==> config.mk <==
export PLATFORM = sky130hd
export DESIGN_NAME = swid_responder
export DESIGN_NICKNAME = d
export VERILOG_FILES = /design/src/rtl/swid_pkg.sv /design/src/rtl/swid_line_front.sv /design/src/rtl/swid_presence.sv /design/src/rtl/swid_ctrl.sv /design/src/rtl/swid_responder.sv
export SDC_FILE = /design/constraint.sdc
export NUM_CORES = 1
export LEC_CHECK = 0
export CAP_MARGIN = 20
export CORE_ASPECT_RATIO = 0.9
export CORE_MARGIN = 10
export CORE_UTILIZATION = 40
export CTS_BUF_LIST = sky130_fd_sc_hd__clkbuf_8
export CTS_CLUSTER_DIAMETER = 200
export CTS_CLUSTER_SIZE = 30
export DETAILED_ROUTE_END_ITERATION = 16
export MAX_ROUTING_LAYER = met4
export PLACE_DENSITY_LB_ADDON = 0.3
export SLEW_MARGIN = 5
export SYNTH_ARGS = -nofsm -noshare
export SYNTH_HDL_FRONTEND = slang
export SYNTH_HIERARCHICAL = 1
export SYNTH_SLANG_ARGS = --single-unit
==> constraint.sdc <==
create_clock -name clk -period 4.5 [get_ports clk]
set_clock_uncertainty 0.15 [all_clocks]
set_input_delay 0.675 -clock clk [delete_from_list [all_inputs] [get_ports clk]]
set_output_delay 0.675 -clock clk [all_outputs]
set_load 0.02 [all_outputs]
==> src/rtl/swid_pkg.sv <==
package swid_pkg;

    localparam logic [7:0] CMD_READ_ID = 8'h33;
    localparam logic [7:0] CMD_SEARCH  = 8'hF0;

    typedef enum logic [2:0] {
        ST_OFF,
        ST_CMD,
        ST_READ,
        ST_SRCH,
        ST_MUTE
    } ctrl_st_e;

    typedef enum logic [1:0] {
        PR_IDLE,
        PR_WAIT,
        PR_PULL
    } pres_st_e;

    // Reflected CRC-8, x^8+x^5+x^4+1, zero start, bit 0 first
    function automatic logic [7:0] crc8_lsb56(input logic [55:0] data);
        logic [7:0] c;
        logic       fb;
        c = 8'h00;
        for (int i = 0; i < 56; i++) begin
            fb = c[0] ^ data[i];
            c  = c >> 1;
            if (fb) c = c ^ 8'h8C;
        end
        return c;
    endfunction

endpackage

==> src/rtl/swid_line_front.sv <==
module swid_line_front #(
    parameter int RST_CYC = 1920
) (
    input  logic clk,
    input  logic rst_n,
    input  logic line_i,
    output logic lvl_o,
    output logic fall_o,
    output logic rst_evt_o
);
    localparam int            CW      = $clog2(RST_CYC + 1);
    localparam logic [CW-1:0] LOW_MAX = CW'(RST_CYC);

    typedef struct packed {
        logic          s1;
        logic          s2;
        logic          s3;
        logic [CW-1:0] low;
    } front_t;

    front_t fr_d, fr_q;

    always_comb begin
        fr_d    = fr_q;
        fr_d.s1 = line_i;
        fr_d.s2 = fr_q.s1;
        fr_d.s3 = fr_q.s2;
        if (fr_q.s2) begin
            fr_d.low = '0;
        end else if (fr_q.low != LOW_MAX) begin
            fr_d.low = fr_q.low + 1'b1;
        end
    end

    always_ff @(posedge clk or negedge rst_n) begin
        if (!rst_n) begin
            fr_q <= {1'b1, 1'b1, 1'b1, {CW{1'b0}}};
        end else begin
            fr_q <= fr_d;
        end
    end

    assign lvl_o     = fr_q.s2;
    assign fall_o    = fr_q.s3 & ~fr_q.s2;
    assign rst_evt_o = ~fr_q.s3 & fr_q.s2 & (fr_q.low == LOW_MAX);

    AST_LOW_SATURATES: assert property (@(posedge clk) disable iff (!rst_n)
        fr_q.low <= LOW_MAX);
    AST_RESET_ON_RISE: assert property (@(posedge clk) disable iff (!rst_n)
        rst_evt_o |-> ($past(fr_q.low) == LOW_MAX || $past(fr_q.low) == LOW_MAX - 1'b1));

endmodule

==> src/rtl/swid_presence.sv <==
module swid_presence
    import swid_pkg::*;
#(
    parameter int WAIT_CYC = 120,
    parameter int PULL_CYC = 480
) (
    input  logic clk,
    input  logic rst_n,
    input  logic start_i,
    output logic pull_o,
    output logic busy_o
);
    localparam int MAXC = (WAIT_CYC > PULL_CYC) ? WAIT_CYC : PULL_CYC;
    localparam int CW   = $clog2(MAXC + 1);
    localparam logic [CW-1:0] WAIT_LAST = CW'(WAIT_CYC - 1);
    localparam logic [CW-1:0] PULL_LAST = CW'(PULL_CYC - 1);

    typedef struct packed {
        pres_st_e      st;
        logic [CW-1:0] cnt;
    } pres_t;

    pres_t pr_d, pr_q;

    always_comb begin
        pr_d = pr_q;
        if (start_i) begin
            pr_d.st  = PR_WAIT;
            pr_d.cnt = '0;
        end else begin
            case (pr_q.st)
                PR_WAIT: begin
                    if (pr_q.cnt == WAIT_LAST) begin
                        pr_d.st  = PR_PULL;
                        pr_d.cnt = '0;
                    end else begin
                        pr_d.cnt = pr_q.cnt + 1'b1;
                    end
                end
                PR_PULL: begin
                    if (pr_q.cnt == PULL_LAST) begin
                        pr_d.st  = PR_IDLE;
                        pr_d.cnt = '0;
                    end else begin
                        pr_d.cnt = pr_q.cnt + 1'b1;
                    end
                end
                default: ;
            endcase
        end
    end

    always_ff @(posedge clk or negedge rst_n) begin
        if (!rst_n) begin
            pr_q <= {PR_IDLE, {CW{1'b0}}};
        end else begin
            pr_q <= pr_d;
        end
    end

    assign pull_o = (pr_q.st == PR_PULL);
    assign busy_o = (pr_q.st != PR_IDLE);

    AST_PRES_WIDTH: assert property (@(posedge clk) disable iff (!rst_n)
        ($fell(pull_o) && !$past(start_i)) |-> ($past(pr_q.cnt) == PULL_LAST));

endmodule

==> src/rtl/swid_ctrl.sv <==
module swid_ctrl
    import swid_pkg::*;
#(
    parameter logic [63:0] ID       = 64'h0,
    parameter int          SAMP_CYC = 120
) (
    input  logic clk,
    input  logic rst_n,
    input  logic lvl_i,
    input  logic fall_i,
    input  logic rst_evt_i,
    input  logic gate_i,
    output logic pull_o
);
    localparam int            TW       = $clog2(SAMP_CYC + 1);
    localparam logic [TW-1:0] SAMP_PT  = TW'(SAMP_CYC);

    typedef struct packed {
        ctrl_st_e      st;
        logic          act;
        logic [TW-1:0] tcnt;
        logic [7:0]    cmd;
        logic [2:0]    ncmd;
        logic [5:0]    idx;
        logic [1:0]    ph;
    } ctrl_t;

    ctrl_t ct_d, ct_q;
    logic  tx_bit;
    logic  is_rd;
    logic  slot_ok;
    logic [7:0] cmd_full;

    always_comb begin
        tx_bit = 1'b1;
        is_rd  = 1'b0;
        case (ct_q.st)
            ST_READ: begin
                tx_bit = ID[ct_q.idx];
                is_rd  = 1'b1;
            end
            ST_SRCH: begin
                is_rd  = (ct_q.ph != 2'd2);
                tx_bit = (ct_q.ph == 2'd1) ? ~ID[ct_q.idx] : ID[ct_q.idx];
            end
            default: ;
        endcase
    end

    assign slot_ok  = (ct_q.st == ST_CMD) || (ct_q.st == ST_READ) || (ct_q.st == ST_SRCH);
    assign cmd_full = {lvl_i, ct_q.cmd[7:1]};

    always_comb begin
        ct_d = ct_q;
        if (rst_evt_i) begin
            ct_d.st   = ST_CMD;
            ct_d.act  = 1'b0;
            ct_d.tcnt = '0;
            ct_d.cmd  = '0;
            ct_d.ncmd = '0;
            ct_d.idx  = '0;
            ct_d.ph   = '0;
        end else if (!ct_q.act) begin
            if (fall_i && !gate_i && slot_ok) begin
                ct_d.act  = 1'b1;
                ct_d.tcnt = '0;
            end
        end else if (ct_q.tcnt != SAMP_PT) begin
            ct_d.tcnt = ct_q.tcnt + 1'b1;
        end else begin
            ct_d.act = 1'b0;
            case (ct_q.st)
                ST_CMD: begin
                    ct_d.cmd  = cmd_full;
                    ct_d.ncmd = ct_q.ncmd + 1'b1;
                    if (ct_q.ncmd == 3'd7) begin
                        ct_d.idx = '0;
                        ct_d.ph  = '0;
                        if (cmd_full == CMD_READ_ID)     ct_d.st = ST_READ;
                        else if (cmd_full == CMD_SEARCH) ct_d.st = ST_SRCH;
                        else                             ct_d.st = ST_MUTE;
                    end
                end
                ST_READ: begin
                    if (ct_q.idx == 6'd63) ct_d.st  = ST_MUTE;
                    else                   ct_d.idx = ct_q.idx + 1'b1;
                end
                ST_SRCH: begin
                    if (ct_q.ph != 2'd2) begin
                        ct_d.ph = ct_q.ph + 1'b1;
                    end else if (lvl_i != ID[ct_q.idx]) begin
                        ct_d.st = ST_MUTE;
                    end else if (ct_q.idx == 6'd63) begin
                        ct_d.st = ST_MUTE;
                    end else begin
                        ct_d.idx = ct_q.idx + 1'b1;
                        ct_d.ph  = '0;
                    end
                end
                default: ;
            endcase
        end
    end

    always_ff @(posedge clk or negedge rst_n) begin
        if (!rst_n) begin
            ct_q <= {ST_OFF, 1'b0, {TW{1'b0}}, 8'h00, 3'd0, 6'd0, 2'd0};
        end else begin
            ct_q <= ct_d;
        end
    end

    assign pull_o = ct_q.act & is_rd & ~tx_bit;

    AST_RESET_ABORTS: assert property (@(posedge clk) disable iff (!rst_n)
        rst_evt_i |=> (ct_q.st == ST_CMD && !ct_q.act && ct_q.ncmd == 3'd0));
    AST_MUTE_STICKY: assert property (@(posedge clk) disable iff (!rst_n)
        (ct_q.st == ST_MUTE && !rst_evt_i) |=> (ct_q.st == ST_MUTE));
    AST_OFF_STICKY: assert property (@(posedge clk) disable iff (!rst_n)
        (ct_q.st == ST_OFF && !rst_evt_i) |=> (ct_q.st == ST_OFF && !pull_o));
    AST_ZERO_HELD: assert property (@(posedge clk) disable iff (!rst_n)
        (pull_o && ct_q.tcnt != '0) |-> $past(pull_o));

endmodule

==> src/rtl/swid_responder.sv <==
module swid_responder
    import swid_pkg::*;
#(
    parameter int          CLK_PER_US = 4,
    parameter logic [7:0]  FAMILY     = 8'h01,
    parameter logic [47:0] SERIAL     = 48'h3A5C_9E12_07D4
) (
    input  logic clk,
    input  logic rst_n,
    input  logic line_i,
    output logic pull_o
);
    localparam int          RST_CYC  = 480 * CLK_PER_US;
    localparam int          PDH_CYC  = 30 * CLK_PER_US;
    localparam int          PDL_CYC  = 120 * CLK_PER_US;
    localparam int          SAMP_CYC = 30 * CLK_PER_US;
    localparam logic [7:0]  ID_CRC   = crc8_lsb56({SERIAL, FAMILY});
    localparam logic [63:0] ID_WORD  = {ID_CRC, SERIAL, FAMILY};

    logic lvl;
    logic fall;
    logic rst_evt;
    logic pres_pull;
    logic pres_busy;
    logic slot_pull;

    swid_line_front #(
        .RST_CYC (RST_CYC)
    ) u_front (
        .clk       (clk),
        .rst_n     (rst_n),
        .line_i    (line_i),
        .lvl_o     (lvl),
        .fall_o    (fall),
        .rst_evt_o (rst_evt)
    );

    swid_presence #(
        .WAIT_CYC (PDH_CYC),
        .PULL_CYC (PDL_CYC)
    ) u_pres (
        .clk     (clk),
        .rst_n   (rst_n),
        .start_i (rst_evt),
        .pull_o  (pres_pull),
        .busy_o  (pres_busy)
    );

    swid_ctrl #(
        .ID       (ID_WORD),
        .SAMP_CYC (SAMP_CYC)
    ) u_ctrl (
        .clk       (clk),
        .rst_n     (rst_n),
        .lvl_i     (lvl),
        .fall_i    (fall),
        .rst_evt_i (rst_evt),
        .gate_i    (pres_busy),
        .pull_o    (slot_pull)
    );

    assign pull_o = pres_pull | slot_pull;

    AST_PRES_NEEDS_RESET: assert property (@(posedge clk) disable iff (!rst_n)
        $rose(pres_busy) |-> $past(rst_evt));
    AST_NO_DRIVE_OVERLAP: assert property (@(posedge clk) disable iff (!rst_n)
        !(pres_pull && slot_pull));

endmodule

## Word-level counts from Yosys, hierarchy flattened

Memory sizes are Yosys's and may differ from the RTL's.
Cells that the tools add are included.
W data, S select, Z words.

- Flip-flop bits (word level): 55
- Memory bits (read-only): 64
- Output and inout port bits: 1
- Memories kept: 1

Memory list:

| name | depth | bits a word | rd ports | clocked after Yosys merged registers in | wr ports | line | text |
|---|---|---|---|---|---|---|---|
| (no name shown) | 64 | 1 | 1 | 0 | 0 | swid_ctrl.sv:39 | `tx_bit = ID[ct_q.idx];` |

- $add $sub $neg: 6
- $lt $le $gt $ge: 1
- Equality and inequality tests: 28
- Muxes and demuxes: 36
- Bitwise operators: 10
- Reduce and logical (&&, ||, !) cells: 19

Operator list:

| cell | count |
|---|---|
| $mux W11 | 4 |
| $mux W8 | 5 |
| $mux W19 | 2 |
| $mux W30 | 1 |
| $pmux W11 S2 | 1 |
| $mux W3 | 7 |
| $mux W9 | 2 |
| $ne A3 B3 Y1 const B | 6 |
| $pmux W6 S3 | 1 |
| $mux W6 | 2 |
| $add A11 B1 Y11 const B | 1 |
| $eq A11 B11 Y1 const B | 1 |
| $ne A11 B11 Y1 const B | 1 |
| $add A9 B1 Y9 const B | 1 |
| $eq A9 B7 Y1 const B | 1 |
| $eq A9 B9 Y1 const B | 1 |
| $pmux W3 S3 | 1 |
| $reduce_bool A3 Y1 | 3 |
| $eq A8 B6 Y1 const B | 1 |
| $eq A8 B8 Y1 const B | 1 |
| $ne A4 B4 Y1 const B | 2 |
| $reduce_and A8 Y1 | 1 |
| $reduce_bool A2 Y1 | 4 |
| $add A7 B1 Y7 const B | 1 |
| 31 further kinds | 49 |

## Longest topological paths before layout

- Word-level depth: 9
- Gate-level depth with buffers: 11
- Mapped depth without buffers: 10

## By module

The synthesis kept the hierarchy.

By module, submodules not included:

| module | times used | cells each | area an instance (um^2) |
|---|---|---|---|
| swid_ctrl | 1 | 212 | 1,968.1 |
| swid_presence | 1 | 80 | 759.5 |
| swid_line_front | 1 | 65 | 689.4 |
| swid_responder | 1 | 1 | 6.3 |

## Worst setup path after synthesis

OpenSTA, ideal clock, no wires.

- Kind: reg2out
- Start point: register u_ctrl/ct_q[2] in the netlist's numbering
- End point: output port pull_o
- Data arrival time: 2.125 ns
- Data required time: 3.675 ns
- Slack: 1.550 ns
- Cell stages (with the launch flop): 11
- Path buffers: 0
- Path through: dfrtp_1 inv_1 ha_1 mux2i_1 nand3b_1 o221a_4 mux2i_1 mux2i_1 o22ai_1 and3_1 or2_1

- Cells in the longest elaborated chain, start to end: 8

Ends and longest elaborated chain:

| what | line | text |
|---|---|---|
| start, declared | swid_ctrl.sv:28 | `ctrl_t ct_d, ct_q;` |
| start signal, assigned | swid_ctrl.sv:107 | `ct_q <= {ST_OFF, 1'b0, {TW{1'b0}}, 8'h00, 3'd0, 6'd0, 2'd0};` |
| start signal, assigned | swid_ctrl.sv:109 | `ct_q <= ct_d;` |
| $mem_v2 Z64 W1 (*) | -- |  |
| $mux W1 (implied by the code) (*) | swid_ctrl.sv:39 |  |
| $not A1 Y1 | swid_ctrl.sv:44 | `tx_bit = (ct_q.ph == 2'd1) ? ~ID[ct_q.idx] : ID[ct_q.idx];` |
| $mux W1 | swid_ctrl.sv:44 |  |
| $pmux W1 S2 (*) | swid_ctrl.sv:37 | `case (ct_q.st)` |
| $not A1 Y1 (*) | swid_ctrl.sv:113 | `assign pull_o = ct_q.act & is_rd & ~tx_bit;` |
| $and A1 B1 Y1 (*) | swid_ctrl.sv:113 |  |
| named net slot_pull | swid_responder.sv:25 | `logic slot_pull;` |
| $or A1 B1 Y1 (*) | swid_responder.sv:62 | `assign pull_o = pres_pull \| slot_pull;` |
| end, declared | swid_responder.sv:11 | `output logic pull_o` |

Mark *: on every way through the listed nets, which the timed path passes. The rest lies on a longest branch. The select of a mux whose other input is x is not followed.

## Worst setup path after layout

Ends and elaborated chain as after synthesis.

==> reports/qor.yml <==
synth:
  avgSynthCellArea_um2: 9.56
  yosys.area_share.simple_pct: 25.0
  synth_cell_type_count: 67
  synth_xor_area_share_pct: 2.81
  synth_edf_count: 0
  syn_area_um2: 3420
  yosysSeqAreaShare_pct: 39.6
  ys_ff_latch: 54
  netlist_instances: 358
  ys_warn_count: 6
  synth_top_family_by_area: "simple AND/OR/NAND/NOR gates"
  synth_compound_area_share_pct: 17.9
  synth_nets: 375
  synth_mux_area_share_pct: 5.04
  synth-adder-area-share_pct: 5.12
  async_flop_share_pct: 100
  synthFlopType: "dfrtp_1"
critical_path:
  ff2ff_path_depth: 8
  crit_path_end_kind: "primary output"
  start_kind: "flop"
  crit-reg2reg-launch: "u_front/fr_q[3]$_DFFE_PN0P_"
  crit_path_top_delay_cell: "clkdlybuf4s50_1"
  crit_type: "reg2out"
  crit_fanout: 9
  cpMostUsedCell: "mux2i_1"
  r2r_end: "u_ctrl/ct_q[2]$_DFFE_PN0P_"
  worstPathArrival_ps: 3170
  r2r_setup_slack_ps: 1500
  cp.required_ps: 3670
  crit_chain: "inv_1, ha_1, nor2b_1, o211ai_1, nand4_1, mux2i_1, mux2i_1, o22ai_1, and3_1, or2_1, clkdlybuf4s50_1"
  worst_path_largest_cell_delay_ps: 540
grt:
  grt_pass1_wl_um: 11200
  grt_max_degree: 55
  grt_usage_pct: 10.5
  antenna_found_initial: 0
  grt_pass1_vias: 2395
  grt-ovfl-total: 0
  grt-busiest-layer: "met2"
  use_met3_pct: 2.05
  met2_usage_pct: 16.3
  met1_usage_pct: 13.8
pwr:
  power.density_nw_per_um2: 232
  p_leak_nw: 1.54
  peakVddDrop_mv: 0.129
floorplanning:
  fp.dieH_um: 108
  core_um2: 8180
  ios: 4
  core.rowCount: 31
  die_w_um: 118
  start_util_pct: 41.8
  die_area_um2: 12700
clock_network:
  htree_num_levels: 2
  cts_setup_buffers: 0
  clock_sinks: 54
  cts_tree: "done"
  insertion_delay_ps: 310
  cts_buffers: 5
  clk_pin_slew_ps: 100
  ctsHoldBuffers: 0
  clock-root-buffer: "clkbuf_8"
  clockBufferDepth: 2
  cts-resized-gates: 0
placed_design:
  hpwl_um: 4530
  dp_cells: 463
  io_buffer_count: 3
  place.gp.congestion: 0.859
drt:
  avgRoutedWirePerCell_um: 13.4
  ant_nets: 0
  initialDrtViolationCount: 162
  routed-via-count: 2510
  vias_per_cell: 5.33
  drt-total-wl_um: 6300
  firstDrtPassIters: 4
  drc: 0
hold_path:
  hold-path-cell-count: 0
  min_path_type: "reg2reg"
  min_from: "u_front/fr_d[12]$_DFF_PN1_"
  holdPathEnd: "u_front/lvl_o$_DFF_PN1_"
timing:
  tightest_slew_ps: 682
  relSlewSlack_pct: 54.5
  rsz0062_at_grt: "false"
  finalSetupViolations: 0
  fin_crit_ps: 3990
  period_share_pct: 88.7
  fmaxAchievable_mhz: 250
  finalSetupTns_ps: 0
  slew_viol_final: 0
  finalHoldViolations: 0
finish:
  nets: 372
  area_growth_pct: 5.63
  drive_above_1_share_pct: 12.1
  antenna_cells: 0
  stdcell_count: 471
run_status:
  status: "finished, final reports clean"
run:
  maxCapViolations: 0
-- how the worst max path moves through the flow --
stage                     endpoint  cells past startpoint                  startpoint
final                       pull_o                     11  u_ctrl/ct_q[2]$_DFFE_PN0P_
after global routing        pull_o                     11  u_ctrl/ct_q[2]$_DFFE_PN0P_
after CTS                   pull_o                     11  u_ctrl/ct_q[2]$_DFFE_PN0P_
after detailed placement    pull_o                     11  u_ctrl/ct_q[2]$_DFFE_PN0P_
after global placement      pull_o                     11  u_ctrl/ct_q[2]$_DFFE_PN0P_
after floorplan             pull_o                     10  u_ctrl/ct_q[2]$_DFFE_PN0P_
-- sequential cells by signal (all words and copies together) (netlist names) --
name,count
u_front/lvl_o,1
u_ctrl/cmd_full,7
u_front/fr_q,12
u_front/fr_d,1
u_pres/pr_q,11
u_ctrl/ct_q,22
-- critical path: cells and delay by family (launching register included) --
kind,cells,cell delay [ps]
adder cells (fa/ha/maj),1,340
AND/OR/NAND/NOR,4,600
buffers and inverters,2,670
AO/OA/AOI/OAI,2,250
flip-flops,1,490
multiplexers,2,520
-- per-stage QoR --
step	util, %	hold WS (ps)	worst slack (ps)	power (W)	instance area (um2)
after floorplan	-	195	1550	0.000515	3420
after global placement	42.9	196	868	0.000529	3510
after detailed placement	42.9	197	805	0.000530	3510
after CTS	44.2	212	465	0.000857	3620
after global routing	44.2	218	245	0.000883	3620
final	44.2	211	507	0.000840	3620
-- synth_stat cells (2+ instances only) --
| master | instances | area, um2 |
|---|---|---|
| nor3_1 | 5 | 25.0 |
| a311oi_2 | 2 | 30.0 |
| a31oi_1 | 2 | 12.5 |
| o21ai_0 | 18 | 90.1 |
| or2_1 | 2 | 12.5 |
| a211o_1 | 4 | 35.0 |
| buf_6 | 4 | 45.0 |
| buf_4 | 3 | 22.5 |
| or3_1 | 5 | 31.3 |
| and2_1 | 3 | 18.8 |
| clkbuf_1 | 4 | 15.0 |
| nor2b_1 | 6 | 37.5 |
| mux2i_1 | 12 | 120 |
| nand4_1 | 5 | 31.3 |
| xor2_1 | 8 | 70.1 |
| o31ai_1 | 5 | 37.5 |
| a21oi_1 | 19 | 95.1 |
| o211ai_1 | 5 | 37.5 |
| a31oi_4 | 2 | 42.5 |
| ha_1 | 14 | 175 |
| o21a_1 | 2 | 15.0 |
| dfrtp_1 | 51 | 1280 |
| or4_1 | 3 | 22.5 |
| nor2_1 | 28 | 105 |
| and3_1 | 13 | 81.3 |
| nand3_1 | 19 | 95.1 |
| o21ai_1 | 10 | 50.1 |
| or2_2 | 2 | 12.5 |
| inv_1 | 11 | 41.3 |
| mux2_4 | 2 | 30.0 |
| xnor2_1 | 3 | 26.3 |
| o22ai_1 | 3 | 18.8 |
| dfstp_2 | 3 | 78.8 |
| and4b_1 | 2 | 20.0 |
| buf_2 | 5 | 25.0 |
| nand2_1 | 31 | 116 |
| nand2b_1 | 10 | 62.6 |
| inv_2 | 2 | 7.51 |
| nand3b_1 | 2 | 15.0 |
-- layout by cell type (no fill, tap or decap), types with 3 or more instances in the layout --
master     n
dfrtp_1   51
ha_1      14
o21ai_1   10
nor3_1     5
nand4_1    5
nand2b_1  10
nand3_1   19
o211ai_1   5
o22ai_1    3
inv_1     11
xor2_1     8
or4_1      3
and2_1     3
nor2b_1    6
or3_1      5
clkbuf_8   5
a211o_1    4
buf_4      3
a21oi_1   19
and3_1    13
o31ai_1    5
dfstp_2    3
nand2_1   31
xnor2_1    3
mux2i_1   12
nor2_1    28
o21ai_0   18
-- logic make-up after synthesis --
| group | after synthesis |
|---|---|
| and+or+nand+nor | 151 |
| AOI/OAI and AO/OA | 84 |
| DFF | 54 |
| buffers and inverters | 29 |
| muxes | 15 |
| adders and majority gates | 14 |
| xor gates and xnor gates | 11 |
-- routing by layer --
metal  vias to the layer above  wire length, um
li1                       1283                -
met1                      1201             3210
met2                        21             2870
met3                         5              174
met4                         0               42
met5                         -                0
-- report_power, final --
| group | internal [W] | total (W) | switching [W] |
|---|---|---|---|
| combinational | 0.00000825 | 0.0000237 | 0.0000154 |
| clock | 0.000164 | 0.000321 | 0.000157 |
| sequential | 0.000490 | 0.000496 | 0.00000635 |
| total | 0.000662 | 0.000840 | 0.000179 |
-- area by class of cell --
type	instances	area, um2
timing repair buffer	6	47.5
clock buffer	5	68.8
multi-input combinational	275	1910
inverter	13	48.8
sequential	54	1360
clock inverter	3	40.0
fill	776	4570
tap	115	144
Power figures use the tool's default switching activity.
